==> src/rtl/fwd_pkg.sv <==
// Package: shared encodings for the operand forwarding unit.
// Assumes a two-bit mux select per ALU operand in the execute stage.
package fwd_pkg;

    // Operand source select codes; the datapath mux decodes these bit positions.
    typedef enum logic [1:0] {
        SEL_RF  = 2'b00,
        SEL_WB  = 2'b01,
        SEL_MEM = 2'b10
    } fwd_sel_e;

endpackage

==> src/rtl/fwd_match.sv <==
// Module: fwd_match
// Flags that one older pipeline stage holds a result for one source register.
// Assumes register 0 is hard-wired and must never be treated as produced.
module fwd_match #(
    parameter int REG_AW = 5
) (
    input  logic [REG_AW-1:0] src_idx,
    input  logic [REG_AW-1:0] dst_idx,
    input  logic              wr_en,
    output logic              hit
);

    localparam logic [REG_AW-1:0] ZERO_REG = '0;

    // Purpose: compare producer destination against consumer source.
    always_comb begin
        hit = wr_en && (dst_idx != ZERO_REG) && (dst_idx == src_idx);
    end

endmodule

==> src/rtl/fwd_operand_sel.sv <==
// Module: fwd_operand_sel
// Turns the two stage-match flags of one operand into a mux select.
// Assumes the execute/memory stage holds the younger of the two results.
module fwd_operand_sel
    import fwd_pkg::*;
(
    input  logic     mem_hit,
    input  logic     wb_hit,
    output fwd_sel_e sel
);

    // Purpose: prioritise the younger producer, then the older, then the file.
    always_comb begin
        if (mem_hit) begin
            sel = SEL_MEM;
        end else if (wb_hit) begin
            sel = SEL_WB;
        end else begin
            sel = SEL_RF;
        end
    end

endmodule

==> src/rtl/fwd_unit.sv <==
// Module: fwd_unit (top)
// Chooses the source of both execute-stage ALU operands from the register
// file or one of the two later pipeline registers. Purely combinational.
// Assumes both later stages report a valid write enable each cycle.
module fwd_unit
    import fwd_pkg::*;
#(
    parameter int REG_AW = 5
) (
    input  logic [REG_AW-1:0] ex_src_a_idx,
    input  logic [REG_AW-1:0] ex_src_b_idx,
    input  logic [REG_AW-1:0] mem_dst_idx,
    input  logic              mem_wr_en,
    input  logic [REG_AW-1:0] wb_dst_idx,
    input  logic              wb_wr_en,
    output logic [1:0]        sel_a,
    output logic [1:0]        sel_b
);

    localparam int NUM_OPS = 2;

    logic [REG_AW-1:0] src_idx [NUM_OPS];
    fwd_sel_e          op_sel  [NUM_OPS];

    // Purpose: gather the operand source indices into an indexable array.
    always_comb begin
        src_idx[0] = ex_src_a_idx;
        src_idx[1] = ex_src_b_idx;
    end

    for (genvar op = 0; op < NUM_OPS; op++) begin : g_op
        logic mem_hit;
        logic wb_hit;

        fwd_match #(.REG_AW(REG_AW)) mem_cmp_i (
            .src_idx (src_idx[op]),
            .dst_idx (mem_dst_idx),
            .wr_en   (mem_wr_en),
            .hit     (mem_hit)
        );

        fwd_match #(.REG_AW(REG_AW)) wb_cmp_i (
            .src_idx (src_idx[op]),
            .dst_idx (wb_dst_idx),
            .wr_en   (wb_wr_en),
            .hit     (wb_hit)
        );

        fwd_operand_sel sel_i (
            .mem_hit (mem_hit),
            .wb_hit  (wb_hit),
            .sel     (op_sel[op])
        );
    end

    // Purpose: drive the per-operand selects onto the output ports.
    always_comb begin
        sel_a = op_sel[0];
        sel_b = op_sel[1];
    end

endmodule

==> config.mk <==
export PLATFORM = sky130hd
export DESIGN_NAME = fwd_unit
export DESIGN_NICKNAME = d
export VERILOG_FILES = /design/src/rtl/fwd_pkg.sv /design/src/rtl/fwd_match.sv /design/src/rtl/fwd_operand_sel.sv /design/src/rtl/fwd_unit.sv
export SDC_FILE = /design/constraint.sdc
export NUM_CORES = 1
export LEC_CHECK = 0
export ABC_AREA = 0
export ABC_CLOCK_PERIOD_IN_PS = 1800
export BUFFER_PORTS_ARGS = -buffer_cell sky130_fd_sc_hd__buf_4
export CORE_AREA = 2 2 39 41
export DETAILED_ROUTE_END_ITERATION = 6
export DIE_AREA = 0 0 41 43
export PLACE_DENSITY = 0.56
export REMOVE_ABC_BUFFERS = 1
export SYNTH_ARGS = -nofsm -noshare
export SYNTH_HDL_FRONTEND = slang
export SYNTH_SLANG_ARGS = --single-unit
==> constraint.sdc <==
create_clock -name vclk -period 1.8
set_clock_uncertainty 0.2 [all_clocks]
set_input_delay 0.27 -clock vclk [all_inputs]
set_output_delay 0.27 -clock vclk [all_outputs]
set_load 0.005 [all_outputs]
* After elaboration in Yosys (flattened, before gate mapping)
Index checks and enable logic that the tools add are counted.
** Cells by class
- Reduce and logical (&&, ||, !) cells :: 8
- Eq/ne operators :: 4
- Mux-type cells :: 4
** Operator list (count)
- $eq A5 B5 Y1 :: 4
- $reduce_bool A5 Y1 :: 2
- $logic_and A1 B1 Y1 :: 6
- $mux W2 :: 2
- $mux W1 :: 2
** Storage, ports and cells
- Register bits after elaboration :: 0
- Input port bits :: 22
- Word-level logic and storage cells :: 16
- Output and inout bits :: 4

* Longest topological paths before layout
Gate-level depths: netlist (run 1).
- Depth after elaboration :: 5
- Gate-level depth with buffers :: 4
- Gate-level depth less buffers :: 4

* Modules after synthesis
A second synthesis (run 1) with hierarchy kept.
** Unflattened totals
- Cells, all modules :: 44
- Area total of the unflattened synthesis :: 347.8 sq um
** Modules (own cells, without submodules)
- fwd_match :: times used 4, cells an instance 10, area an instance 76.3 sq um, sequential area each 0.0 sq um
- fwd_operand_sel :: times used 2, cells an instance 2, area an instance 21.3 sq um, sequential area each 0.0 sq um

* Worst setup path before layout (run 1)
No wires, ideal clock.
- Kind :: input to output
- Start :: in mem_dst_idx[3]
- End :: out sel_a[0]
- Cell stages on the path :: 4
- Path buffers :: 0
- Data required time :: 1.330 ns
- Setup slack :: 0.034 ns
- Arrival :: 1.296 ns
- Path through :: or4_1 > o21ai_2 > nor4_1 > nor4_2
** On the way
- Word-level cells in the longest chain between the ends :: 4
- Elaborated cells on any way between the ends :: 5
- Classes of those cells :: eq/ne: 1; mux: 1; reduce/logical: 3
** Ends and longest elaborated chain
- from (decl) :: line fwd_unit.sv:12 : input logic [REG_AW-1:0] mem_dst_idx,
- $reduce_bool A5 Y1 :: line fwd_match.sv:17 : hit = wr_en && (dst_idx != ZERO_REG) && (dst_idx == src_idx);
- $logic_and A1 B1 Y1 :: line fwd_match.sv:17
- $logic_and A1 B1 Y1 (*) :: line fwd_match.sv:17
- via g_op[0].mem_cmp_i.hit :: line fwd_match.sv:10 : output logic hit
- $mux W2 (*) :: line fwd_operand_sel.sv:14 : if (mem_hit) begin
- to (decl) :: line fwd_unit.sv:16 : output logic [1:0] sel_a,
Mark *: on every way through the listed nets, which the timed path passes. The rest lies on a longest branch.

* Worst setup path after layout (run 1)
- Start :: in mem_dst_idx[3]
- End :: out sel_a[0]
** On the way
- Word-level cells in the longest chain between the ends :: 4
- Elaborated cells on any way between the ends :: 5
- Classes of those cells :: eq/ne: 1; mux: 1; reduce/logical: 3
** Ends and longest elaborated chain (line)
- $reduce_bool A5 Y1 :: fwd_match.sv:17
- $logic_and A1 B1 Y1 :: fwd_match.sv:17
- $logic_and A1 B1 Y1 (*) :: fwd_match.sv:17
- $mux W2 (*) :: fwd_operand_sel.sv:14
Mark *: on every way between the ends. The rest lies on a longest branch, timed or not.

==> results.toml, run 1 <==
[outcome]
status = "complete, but fails checks"
violations = "negative setup slack"

[global_routing]
grt_util_met3_pct = 0.524
grt_use_total_pct = 12.5
grt_pass1_vias = 385
antenna_found_initial = 0
met2_usage_pct = 23.1
grt.met1_usage_pct = 15.8
grt_max_degree = 4
gr-max-usage-layer = "met2"
gr-total-overflow = 0
grt_first_pass_wirelength_microns = 1580

[sta]
tns_ns = -0.460
fmax_mhz = 515
max_slew_margin_pct = 77.7
maxSlewViolCount = 0
fin_crit_ns = 1.94
worst_pin_slew_ns = 0.332
finalWorstSetupSlack_ns = -0.141
rsz0062_at_grt = "true"
post-route-period-util_pct = 108
final-setup-viol-count = 4
hold_violations = 0

[place]
post-dp-hpwl_microns = 847
io_buffers = 26
dp_cells = 85
gp_congestion = 0.786

[setup_path]
cpPeakStageDelay_ns = 0.54
path_cells = "buf_6 > or4_4 > o21ai_4 > nor4_4 > nor4_2 > buf_4"
cp.arrival_ns = 1.47
slowest_stage = "or4_4"
critPathMaxFanout = 2
critical_path_class = "in2out"
crit_path_end = "sel_a[0]"
required_ns = 1.33
startpoint = "mem_dst_idx[3]"
cp-end-kind = "output port"
startpoint_type = "input port"

[floorplan]
dieArea_sq_um = 1760
die_w_microns = 41
fp.coreArea_sq_um = 1380
dieHeight_microns = 43
pin_count = 26
initial_core_util_pct = 20.6
row_count = 14

[layout]
fin_nets = 93
layout-drive-gt1-share_pct = 59.4
nFlopsAndLatches = 0
nClkBuffers = 0
layoutNonFillerInstCount = 85
areaGrowthSynthToFinish_pct = 109
final_cell_mix = "32 x buf_4, 16 x xnor2_1, 4 x xor2_1"
fill_cells = 151
layout_commonest_cell = "buf_4"
ff_latch_area_sq_um = 0
num_antenna_cells = 0
multi_input_area_sq_um = 303

[pwr]
p_leak_uw = 0.000247
p_switching_uw = 53.8
combPwrFrac_pct = 100.0
seqPwrFrac_pct = 0
internal-power_uw = 78.9
max-vdd-ir-drop_mv = 0.0913
clkPwrFrac_pct = 0
swShare_pct = 40.5
p_per_area_nw_per_um2 = 222

[drt]
wl_per_cell_microns = 10.9
drc = 0
final_antenna_net_count = 0
vias = 380
firstDrtPassIters = 4
post_drt_via_cell_ratio = 4.47
drt_wl_total_microns = 925
drtIter0Drc = 1

[yosys]
synth_area_sq_um = 285
yosysWarningCount = 0
synthCells = 36
syn_avg_cell_area_sq_um = 7.92
synthDistinctLibCells = 11
synth_seq_area_share_pct = 0

[worst_hold_path]
hp-class = "in2out"

[run]
maxCapViolations = 0
==> power groups by stage <==
| stage | logic, uW | registers (uW) | clock network [uW] |
|---|---|---|---|
| 2_1_floorplan | 47.1 | 0 | 0 |
| 3_5_place_dp | 122 | 0 | 0 |
| 5_1_grt | 144 | 0 | 0 |
| 3_3_place_gp | 121 | 0 | 0 |
| 4_1_cts | 134 | 0 | 0 |
| 6_report | 133 | 0 | 0 |
==> metal layers <==
metal  routed length [microns]  vias up
met5                         0        -
met3                        80        0
met4                         0        0
met1                       355      172
li1                          -      191
met2                       489       17
==> critical path: cells and delay by family <==
| family | cells | cell delay (ns) |
|---|---|---|
| AOI/OAI and AO/OA | 1 | 0.19 |
| and+or+nand+nor | 3 | 0.76 |
| buffers and inverters | 2 | 0.24 |
==> how the worst min path moves through the flow <==
stage          startpoint        to  slack, ns  cells past startpoint
6_report         wb_wr_en  sel_b[0]       0.70                      4
5_1_grt          wb_wr_en  sel_b[0]       0.73                      4
4_1_cts          wb_wr_en  sel_b[0]       0.70                      4
3_5_place_dp     wb_wr_en  sel_b[0]       0.69                      4
3_3_place_gp     wb_wr_en  sel_b[0]       0.69                      4
2_1_floorplan    wb_wr_en  sel_a[0]       0.44                      2
==> synthesized netlist by cell type (all sizes together) <==
| cell type | n | area, sq um |
|---|---|---|
| o21ai | 1 | 8.76 |
| nand3 | 2 | 10.0 |
| nor4 | 4 | 37.5 |
| or4 | 2 | 15.0 |
| nand2 | 2 | 7.51 |
| nor2 | 1 | 3.75 |
| xor2 | 4 | 35.0 |
| xnor2 | 16 | 140 |
| nand4 | 2 | 12.5 |
| buf | 2 | 15.0 |
==> per-stage QoR <==
| stage | area, sq um | power (uW) | hold WS, ns | util, % | setup slack, ns |
|---|---|---|---|---|---|
| final | 597 | 133 | 0.699 | 43.1 | -0.141 |
| after detailed placement | 553 | 122 | 0.692 | 40.0 | -0.299 |
| after CTS | 597 | 134 | 0.704 | 43.1 | -0.168 |
| after floorplan | 270 | 47.1 | 0.442 | - | 0.0195 |
| after global routing | 597 | 144 | 0.725 | 43.1 | -0.208 |
| after global placement | 553 | 121 | 0.689 | 40.0 | -0.232 |
==> logic make-up (layout without fill, tap and decap cells) <==
family          after synthesis  in the layout  synth area share, %
simple gates                 13             13                 30.3
xor+xnor                     20             20                 61.4
buf+inv                       2             35                 5.26
compound gates                1              1                 3.07
==> final cells by class <==
cell class | count | share of cell area, %
Multi-Input combinational cell | 34 | 50.7
Tap cell | 16 | 3.35
Timing Repair Buffer | 35 | 45.9
==> what timing repair did <==
| item | in CTS | in global routing |
|---|---|---|
| setup buffers | 0 | 0 |
| hold buffers | 0 | 0 |
| endpoints found under the setup margin | 4 | 4 |
| gates resized for setup | 8 | 0 |
| pin swaps | 3 | 1 |
(Power assumes the default switching activity.)
==> inputs of run 2 (changes only) <==
==> constraint.sdc (replaced) <==
create_clock -name vclk -period 1.8
set_clock_uncertainty 0.2 [all_clocks]
set_input_delay 0.09 -clock vclk [all_inputs]
set_output_delay 0.09 -clock vclk [all_outputs]
set_load 0.005 [all_outputs]
==> run 2 against run 1 <==
The run now ends clean. Die area did not move. Cell count fell by 11%. Non-clock buffer count fell by 9. Utilization fell by 8.0 points. Maximum frequency rose by 14%. Power fell by 19%. Combinational power fell by 20%. First-iteration DRC count did not move. Worst hold slack got worse by 0.37 ns. Via count fell by 15%. Sequential share of layout area did not move. Critical endpoint unchanged. Largest power group unchanged.
==> results.toml, run 2 (synthesis gave the netlist of run 1 again) <==
[outcome]
status = "completed"

[sta]
hold_violations = 0
maxSlewViolCount = 0
max_slew_margin_pct = 69.7
final-setup-viol-count = 0
worst_pin_slew_ns = 0.451
post-route-period-util_pct = 94.4
rsz0062_at_grt = "false"
fin_crit_ns = 1.70
tns_ns = 0
fmax_mhz = 588

[pwr]
p_leak_uw = 0.000194
p_switching_uw = 42.4
max-vdd-ir-drop_mv = 0.0847
p_per_area_nw_per_um2 = 220
internal-power_uw = 64.5
seqPwrFrac_pct = 0
swShare_pct = 39.6
combPwrFrac_pct = 100.0
clkPwrFrac_pct = 0

[drt]
final_antenna_net_count = 0
drt_wl_total_microns = 759
firstDrtPassIters = 4
drc = 0
vias = 323
drtIter0Drc = 1
wl_per_cell_microns = 9.99
post_drt_via_cell_ratio = 4.25

[place]
io_buffers = 26
placedInstanceArea_sq_um = 485
gp_congestion = 0.775

[worst_hold_path]
hold_depth = 4
hp-class = "in2out"
min_from = "wb_wr_en"
whs_endpoint = "sel_b[0]"

[setup_path]
cp.arrival_ns = 1.41
path_cells = "buf_4 > or4_1 > o21ai_2 > nor4_1 > nor4_2 > buf_4"
required_ns = 1.51
cp-end-kind = "output port"
startpoint_type = "input port"
critical_path_class = "in2out"
critPathMostFrequentCell = "buf_4"
cpPeakStageDelay_ns = 0.54
critPathMaxFanout = 3
slowest_stage = "or4_1"

[global_routing]
grt_pass1_vias = 315
grt_use_total_pct = 9.39
antenna_found_initial = 0
grt_first_pass_wirelength_microns = 1210
grt_max_degree = 4
gr-total-overflow = 0

[layout]
ff_latch_area_sq_um = 0
final_cell_area_sq_um = 485
final_cell_mix = "26 x buf_4, 16 x xnor2_1, 4 x xor2_1"
layout-drive-gt1-share_pct = 48.3
areaGrowthSynthToFinish_pct = 70.2
fin_nets = 84
layout_commonest_cell = "buf_4"
nFlopsAndLatches = 0
nClkBuffers = 0
num_antenna_cells = 0

[floorplan]
row_count = 14
initial_core_util_pct = 20.6
die_w_microns = 41
dieArea_sq_um = 1760
fp.coreArea_sq_um = 1380
pin_count = 26
dieHeight_microns = 43

[clock_tree]
hold_buffers = 0
cts_setup_buffers = 0
ctsResizeCount = 0

[run]
maxCapViolations = 0
==> run 2: worst max-delay path, delay by kind of cell <==
kind / cells / cell delay, ns
AOI/OAI and AO/OA: 1 / 0.15
buffers and inverters: 2 / 0.27
and+or+nand+nor: 3 / 0.90
==> run 2: area by class of cell <==
cell class                      count  area, sq um
Multi-Input combinational cell     34          270
Timing Repair Buffer               26          195
Tap cell                           16         20.0
Fill cell                         154          898
==> run 2: per-layer routing <==
layer	up-vias	part of all wire (%)	track usage (%)	routed length, microns
met5	-	0	0	0
met4	0	0	0	0
met3	0	10	0.524	79
met2	15	48	16.6	367
met1	135	41	12.7	312
li1	173	-	-	-
==> run 2: worst max-delay path by stage <==
stage / start / end / slack (ns) / depth (start not counted)
floorplan: mem_dst_idx[3] / sel_a[0] / 0.38 / 4
global placement: mem_dst_idx[3] / sel_a[0] / 0.13 / 6
detailed placement: mem_dst_idx[3] / sel_a[0] / 0.08 / 6
CTS: mem_dst_idx[3] / sel_a[0] / 0.08 / 6
global route: mem_dst_idx[3] / sel_b[0] / 0.03 / 6
finish: mem_dst_idx[3] / sel_a[0] / 0.10 / 6
==> run 2: power groups by stage <==
stage / Clock, uW / Sequential [uW] / Combinational (uW)
floorplan: 0 / 0 / 47.1
finish: 0 / 0 / 107
detailed placement: 0 / 0 / 109
CTS: 0 / 0 / 109
global placement: 0 / 0 / 109
global route: 0 / 0 / 118
==> run 2: metrics by stage <==
stage	cells	worst slack, ns	utilization [%]	total power, uW	hold slack, ns
after floorplan	34	0.380	-	47.1	0.0822
after global placement	76	0.127	35.1	109	0.331
after detailed placement	76	0.0810	35.1	109	0.336
after CTS	76	0.0810	35.1	109	0.336
after global routing	76	0.0287	35.1	118	0.358
final	76	0.100	35.1	107	0.329
